==> src/rtl/asram_pkg.sv <==
package asram_pkg;

  typedef enum logic [2:0] {
    SQ_IDLE,
    SQ_WPULSE,
    SQ_WHOLD,
    SQ_RSETUP,
    SQ_RACC
  } sq_state_e;

  // Whole clock cycles covering t_ns, never fewer than one.
  function automatic int ceil_cycles(input int t_ns, input int clk_ns);
    int c;
    c = (t_ns + clk_ns - 1) / clk_ns;
    if (c < 1) c = 1;
    return c;
  endfunction

  function automatic int max2(input int a, input int b);
    return (a > b) ? a : b;
  endfunction

  // Bits needed to hold values 0..n.
  function automatic int count_width(input int n);
    int w;
    w = $clog2(n + 1);
    if (w < 1) w = 1;
    return w;
  endfunction

endpackage

==> src/rtl/asram_pace.sv <==
module asram_pace #(
  parameter int WC_CYC = 1,
  parameter int RC_CYC = 1,
  parameter int CW     = 4
) (
  input  logic clk,
  input  logic rst_n,
  input  logic start_i,
  input  logic start_wr_i,
  output logic open_o
);
  localparam logic [CW-1:0] SAT = '1;

  logic [CW-1:0] elapsed_q;
  logic [CW-1:0] need_q;

  always_ff @(posedge clk or negedge rst_n) begin
    if (!rst_n) begin
      elapsed_q <= '0;
      need_q    <= '0;
    end else if (start_i) begin
      elapsed_q <= CW'(1);
      need_q    <= start_wr_i ? CW'(WC_CYC) : CW'(RC_CYC);
    end else if (elapsed_q != SAT) begin
      elapsed_q <= elapsed_q + CW'(1);
    end
  end

  assign open_o = (elapsed_q >= need_q);

endmodule

==> src/rtl/asram_seq.sv <==
module asram_seq
  import asram_pkg::*;
#(
  parameter int AW     = 15,
  parameter int DW     = 8,
  parameter int WP_CYC = 1,
  parameter int RA_CYC = 1,
  parameter int CW     = 4
) (
  input  logic          clk,
  input  logic          rst_n,
  input  logic          start_i,
  input  logic          start_wr_i,
  input  logic [AW-1:0] start_addr_i,
  input  logic [DW-1:0] start_wdata_i,
  output logic          busy_o,
  output logic [AW-1:0] mem_addr_o,
  output logic [DW-1:0] mem_dq_out_o,
  output logic          mem_dq_oe_o,
  input  logic [DW-1:0] mem_dq_in_i,
  output logic          ce_n_o,
  output logic          oe_n_o,
  output logic          we_n_o,
  output logic          rsp_valid_o,
  output logic [DW-1:0] rsp_rdata_o,
  output logic          wr_end_o,
  output logic          rd_cap_o
);
  sq_state_e     state_q;
  logic [CW-1:0] cnt_q;
  logic          last_beat;

  assign last_beat = (cnt_q == '0);
  assign busy_o    = (state_q != SQ_IDLE);
  assign wr_end_o  = (state_q == SQ_WPULSE) && last_beat;
  assign rd_cap_o  = (state_q == SQ_RACC) && last_beat;

  always_ff @(posedge clk or negedge rst_n) begin
    if (!rst_n) begin
      state_q      <= SQ_IDLE;
      cnt_q        <= '0;
      mem_addr_o   <= '0;
      mem_dq_out_o <= '0;
      mem_dq_oe_o  <= 1'b0;
      ce_n_o       <= 1'b1;
      oe_n_o       <= 1'b1;
      we_n_o       <= 1'b1;
      rsp_valid_o  <= 1'b0;
      rsp_rdata_o  <= '0;
    end else begin
      rsp_valid_o <= 1'b0;
      unique case (state_q)
        SQ_IDLE: begin
          if (start_i) begin
            mem_addr_o <= start_addr_i;
            ce_n_o     <= 1'b0;
            if (start_wr_i) begin
              mem_dq_out_o <= start_wdata_i;
              mem_dq_oe_o  <= 1'b1;
              we_n_o       <= 1'b0;
              cnt_q        <= CW'(WP_CYC - 1);
              state_q      <= SQ_WPULSE;
            end else begin
              state_q <= SQ_RSETUP;
            end
          end
        end
        SQ_WPULSE: begin
          if (last_beat) begin
            we_n_o  <= 1'b1;
            ce_n_o  <= 1'b1;
            state_q <= SQ_WHOLD;
          end else begin
            cnt_q <= cnt_q - CW'(1);
          end
        end
        SQ_WHOLD: begin
          mem_dq_oe_o <= 1'b0;
          state_q     <= SQ_IDLE;
        end
        SQ_RSETUP: begin
          oe_n_o  <= 1'b0;
          cnt_q   <= CW'(RA_CYC - 1);
          state_q <= SQ_RACC;
        end
        SQ_RACC: begin
          if (last_beat) begin
            rsp_rdata_o <= mem_dq_in_i;
            rsp_valid_o <= 1'b1;
            oe_n_o      <= 1'b1;
            ce_n_o      <= 1'b1;
            state_q     <= SQ_IDLE;
          end else begin
            cnt_q <= cnt_q - CW'(1);
          end
        end
        default: state_q <= SQ_IDLE;
      endcase
    end
  end

endmodule

==> src/rtl/asram_port.sv <==
module asram_port
  import asram_pkg::*;
#(
  parameter int AW        = 15,
  parameter int DW        = 8,
  parameter int CLK_NS    = 10,
  parameter int T_PWE_NS  = 7,
  parameter int T_SD_NS   = 5,
  parameter int T_AA_NS   = 10,
  parameter int T_DOE_NS  = 5,
  parameter int T_WC_NS   = 10,
  parameter int T_RC_NS   = 10
) (
  input  logic          clk,
  input  logic          rst_n,
  input  logic          req_valid,
  output logic          req_ready,
  input  logic          req_write,
  input  logic [AW-1:0] req_addr,
  input  logic [DW-1:0] req_wdata,
  output logic          rsp_valid,
  output logic [DW-1:0] rsp_rdata,
  output logic [AW-1:0] mem_addr,
  output logic [DW-1:0] mem_dq_out,
  output logic          mem_dq_oe,
  input  logic [DW-1:0] mem_dq_in,
  output logic          mem_ce_n,
  output logic          mem_oe_n,
  output logic          mem_we_n
);
  localparam int WP_CYC = max2(ceil_cycles(T_PWE_NS, CLK_NS), ceil_cycles(T_SD_NS, CLK_NS));
  localparam int RA_CYC = max2(ceil_cycles(T_DOE_NS, CLK_NS), ceil_cycles(T_AA_NS, CLK_NS) - 1);
  localparam int WC_CYC = ceil_cycles(T_WC_NS, CLK_NS);
  localparam int RC_CYC = ceil_cycles(T_RC_NS, CLK_NS);
  localparam int CW     = count_width(max2(max2(WP_CYC, RA_CYC), max2(WC_CYC, RC_CYC)) + 1);

  // Named internal events, observed by the bound checker.
  logic acc_start;
  logic seq_busy;
  logic pace_open;
  logic wr_end;
  logic rd_cap;

  assign req_ready = !seq_busy && pace_open;
  assign acc_start = req_valid && req_ready;

  asram_seq #(
    .AW(AW), .DW(DW), .WP_CYC(WP_CYC), .RA_CYC(RA_CYC), .CW(CW)
  ) u_seq (
    .clk          (clk),
    .rst_n        (rst_n),
    .start_i      (acc_start),
    .start_wr_i   (req_write),
    .start_addr_i (req_addr),
    .start_wdata_i(req_wdata),
    .busy_o       (seq_busy),
    .mem_addr_o   (mem_addr),
    .mem_dq_out_o (mem_dq_out),
    .mem_dq_oe_o  (mem_dq_oe),
    .mem_dq_in_i  (mem_dq_in),
    .ce_n_o       (mem_ce_n),
    .oe_n_o       (mem_oe_n),
    .we_n_o       (mem_we_n),
    .rsp_valid_o  (rsp_valid),
    .rsp_rdata_o  (rsp_rdata),
    .wr_end_o     (wr_end),
    .rd_cap_o     (rd_cap)
  );

  asram_pace #(
    .WC_CYC(WC_CYC), .RC_CYC(RC_CYC), .CW(CW)
  ) u_pace (
    .clk       (clk),
    .rst_n     (rst_n),
    .start_i   (acc_start),
    .start_wr_i(req_write),
    .open_o    (pace_open)
  );

endmodule

==> config.mk <==
export PLATFORM = sky130hd
export DESIGN_NAME = asram_port
export DESIGN_NICKNAME = d
export VERILOG_FILES = /design/src/rtl/asram_pkg.sv /design/src/rtl/asram_pace.sv /design/src/rtl/asram_seq.sv /design/src/rtl/asram_port.sv
export SDC_FILE = /design/constraint.sdc
export NUM_CORES = 1
export LEC_CHECK = 0
export CAP_MARGIN = 10
export CORE_MARGIN = 2
export CORE_UTILIZATION = 43
export CTS_BUF_LIST = sky130_fd_sc_hd__clkbuf_4 sky130_fd_sc_hd__clkbuf_8 sky130_fd_sc_hd__clkbuf_16
export CTS_CLUSTER_SIZE = 14
export DETAILED_ROUTE_END_ITERATION = 10
export HOLD_SLACK_MARGIN = 0.15
export PLACE_DENSITY = 0.81
export SLEW_MARGIN = 20
export SYNTH_ARGS = -nofsm -noshare
export SYNTH_HDL_FRONTEND = slang
export SYNTH_SLANG_ARGS = --single-unit
==> constraint.sdc <==
create_clock -name clk -period 2.4 [get_ports clk]
set_input_delay 0.36 -clock clk [delete_from_list [all_inputs] [get_ports clk]]
set_output_delay 0.36 -clock clk [all_outputs]
set_load 0.01 [all_outputs]
==> flow_summary.ini <==
[status]
status = finished clean

[setup_path]
rr_worst_depth = 7
critPathSlowestCell = clkdlybuf4s50_1
crit_required_ns = 2.04
cp-end-kind = output pin
timing.reg2reg.setup_slack_ns = 0.49
path_delay_family = buffers and inverters
crit_fanout = 4
worstPathCellList = inv_1, ha_1, nor3b_1, nor2b_1, clkdlybuf4s50_1
crit_arrival_ns = 1.89
crit_type = reg -> out
timing.rr.end = u_seq.mem_addr_o[2]
crit_path_start = u_pace.elapsed_q[0]
cp-start-kind = register
slowest_delay_ns = 0.49
r2r-start = u_pace.elapsed_q[0]
critPathBufInv = 2

[synthesis]
yosysWarnings = 0
synth-seq-cells = 44
synth_edf_count = 0
ys_seq_area_share_pct = 58.9
synth_area_leaders = dfrtp_1 55%, nand2_1 10%, mux2_4 6.4%
synth_ff_type = dfrtp_1
synth_cells = 161
yosysMostFrequentCell = nand2_1
netlist.area_leader.share_pct = 54.7
synth_fp_nets = 199
synth_cell_type_count = 31
netlist_area_sq_um = 1870
ys_top_cells_by_count = 51 x nand2_1, 41 x dfrtp_1, 9 x mux2_2, 8 x mux2_4, 6 x inv_1
synth_async_sr_flop_share_pct = 100
synth.avg_cell_area_sq_um = 11.6
yosys.area.top_type = dfrtp_1

[finish]
syn_to_final_growth_pct = 46.0
final_cell_area_sq_um = 2740
fill_cells = 345
drive_gt1_share_pct = 15.5
fin_nets = 275
num_antenna_cells = 0
stdcell_count = 290

[floorplan]
core_sq_um = 4260
die_h_microns = 70.0
num_rows = 24
dieArea_sq_um = 4900
start_util_pct = 44.0
io_pins = 72
die_w_microns = 70.0

[clock_tree]
clk_pin_slew_ns = 0.08
clk_latency_ns = 0.29
cts_buffers = 5
numClockSinks = 44
htree_levels = 2
cts_root_buf = clkbuf_8
tritoncts = built
ctsLongestPathBuffers = 2
cts_setup_buffers = 0

[sta]
fin_crit_sh_pct = 93.9
maxSlewHeadroom_pct = 68.3
hold_viol = 0
fin_skew_ns = 0.00308
finalSetupTns_ns = 0
period_minus_slack_ns = 2.25
hold_slack_ns = 0.480
final_max_slew_viol_count = 0
fmax_mhz = 444
setup_viol = 0
rsz0062_at_grt = no
worstMarginPinSlew_ns = 0.474

[drt]
drtAntennaViolNets = 0
wire_per_inst_microns = 12.8
routed_wl_mm = 3.70
dr.first_iter.drc_count = 49
vias = 1376
avgViaCountPerCell = 4.74
firstDrtPassIters = 4
drc = 0

[grt]
grt_pass1_vias = 1340
grt.overflow.total = 0
grt_pass1_wl_mm = 6.29
antenna_found_initial = 0
grt_usage_pct = 16.3
grt_max_degree = 18

[hold_path]
hold_path_class = reg -> reg
hold_path_depth = 2
hold_start = u_seq.mem_addr_o[12]
holdPathEnd = u_seq.mem_addr_o[12]

[pwr]
peakVddDrop_uv = 580
p_leak_nw = 1.27
p_per_area_nw_per_um2 = 1270

[place]
placed_area_sq_um = 2630
place.detailed.hpwl_mm = 2.76
gp_congestion = 0.693
dp_cells = 281
port_buffers = 71

[job]
drv_cap = 0
## sequential cells by signal, indices dropped and copies added, names as in the netlist
register            flops
u_seq.we_n_o            1
u_seq.mem_addr_o       15
u_seq.cnt_q             2
u_seq.rsp_valid_o       1
u_seq.mem_dq_oe_o       1
u_seq.oe_n_o            1
u_seq.rsp_rdata_o       8
u_pace.need_q           1
u_seq.ce_n_o            1
u_seq.state_q           3
u_pace.elapsed_q        2
u_seq.mem_dq_out_o      8
## worst reg2reg max path: stages, from the launching register on
cell      delay (ns)
dfrtp_1         0.39
inv_1           0.05
ha_1            0.27
nor3b_1         0.32
nand3b_1        0.40
buf_4           0.26
nand2_1         0.09
nand2_1         0.08
## worst max path at each step
stage,endpoint,slack (ns),cells after the start
after floorplan,u_seq.mem_dq_out_o[0],0.58,7
after global placement,req_ready,0.48,5
after detailed placement,req_ready,0.46,5
after CTS,req_ready,0.12,5
after global routing,req_ready,0.02,5
final,req_ready,0.15,5
## layout make-up
cell class / instances / area (sq um) / share of cell area, %
flip-flops and latches: 44 / 1100 / 40.4
repair buffers: 76 / 746 / 27.3
multi-input cells: 104 / 701 / 25.6
clock buffers: 7 / 90.1 / 3.29
well taps: 52 / 65.1 / 2.38
inverters: 6 / 22.5 / 0.823
clock inverters: 1 / 7.51 / 0.274
## power by group
group / internal [mW] / leakage [nW] / switching [mW]
logic: 0.975 / 0.687 / 0.678
clock network: 0.245 / 0.0479 / 0.243
registers: 1.10 / 0.535 / 0.231
## per-layer routing
| metal | vias up | GRT usage (%) | wire length (microns) |
|---|---|---|---|
| met3 | 5 | 6.20 | 296 |
| met5 | - | 0 | 0 |
| met4 | 0 | 5.13 | 36 |
| li1 | 675 | - | - |
| met1 | 654 | 21.0 | 1590 |
| met2 | 42 | 25.4 | 1780 |
## cell usage in the layout (no fill, tap or decap), types with 2 or more instances in the layout
cell type / n
dfrtp_1: 41
clkdlybuf4s50_1: 70
mux2_4: 8
mux2i_1: 2
buf_4: 4
inv_1: 6
nor2_1: 4
ha_1: 3
xor2_1: 2
nor3_4: 2
nand2_1: 51
o21ai_0: 5
mux2_2: 9
dfstp_2: 3
clkbuf_8: 6
nand2b_1: 2
nor2b_1: 2
## kinds of logic (layout without fill, tap and decap cells)
logic type | Yosys count | count (layout) | synth area share (%)
AOI/OAI and AO/OA | 11 | 11 | 3.74
xor gates and xnor gates | 2 | 2 | 0.935
adders and majority gates | 3 | 3 | 2.00
buffers and inverters | 13 | 90 | 3.67
DFF | 44 | 44 | 58.9
muxes | 19 | 19 | 12.9
and+or+nand+nor | 69 | 69 | 17.8
## per-stage QoR
stage	setup slack, ns	power [mW]	util [%]
after global placement	0.477	2.97	61.6
after floorplan	0.575	2.21	-
after global routing	0.0169	3.73	64.2
final	0.146	3.47	64.2
after detailed placement	0.457	3.02	61.6
after CTS	0.121	3.52	64.2
## timing repair
item | CTS | global route
hold endpoints to repair | 14 | 0
gates resized for setup | 0 | 0
hold buffers | 1 | 0
No activity file was read; power rests on OpenSTA's default activity.
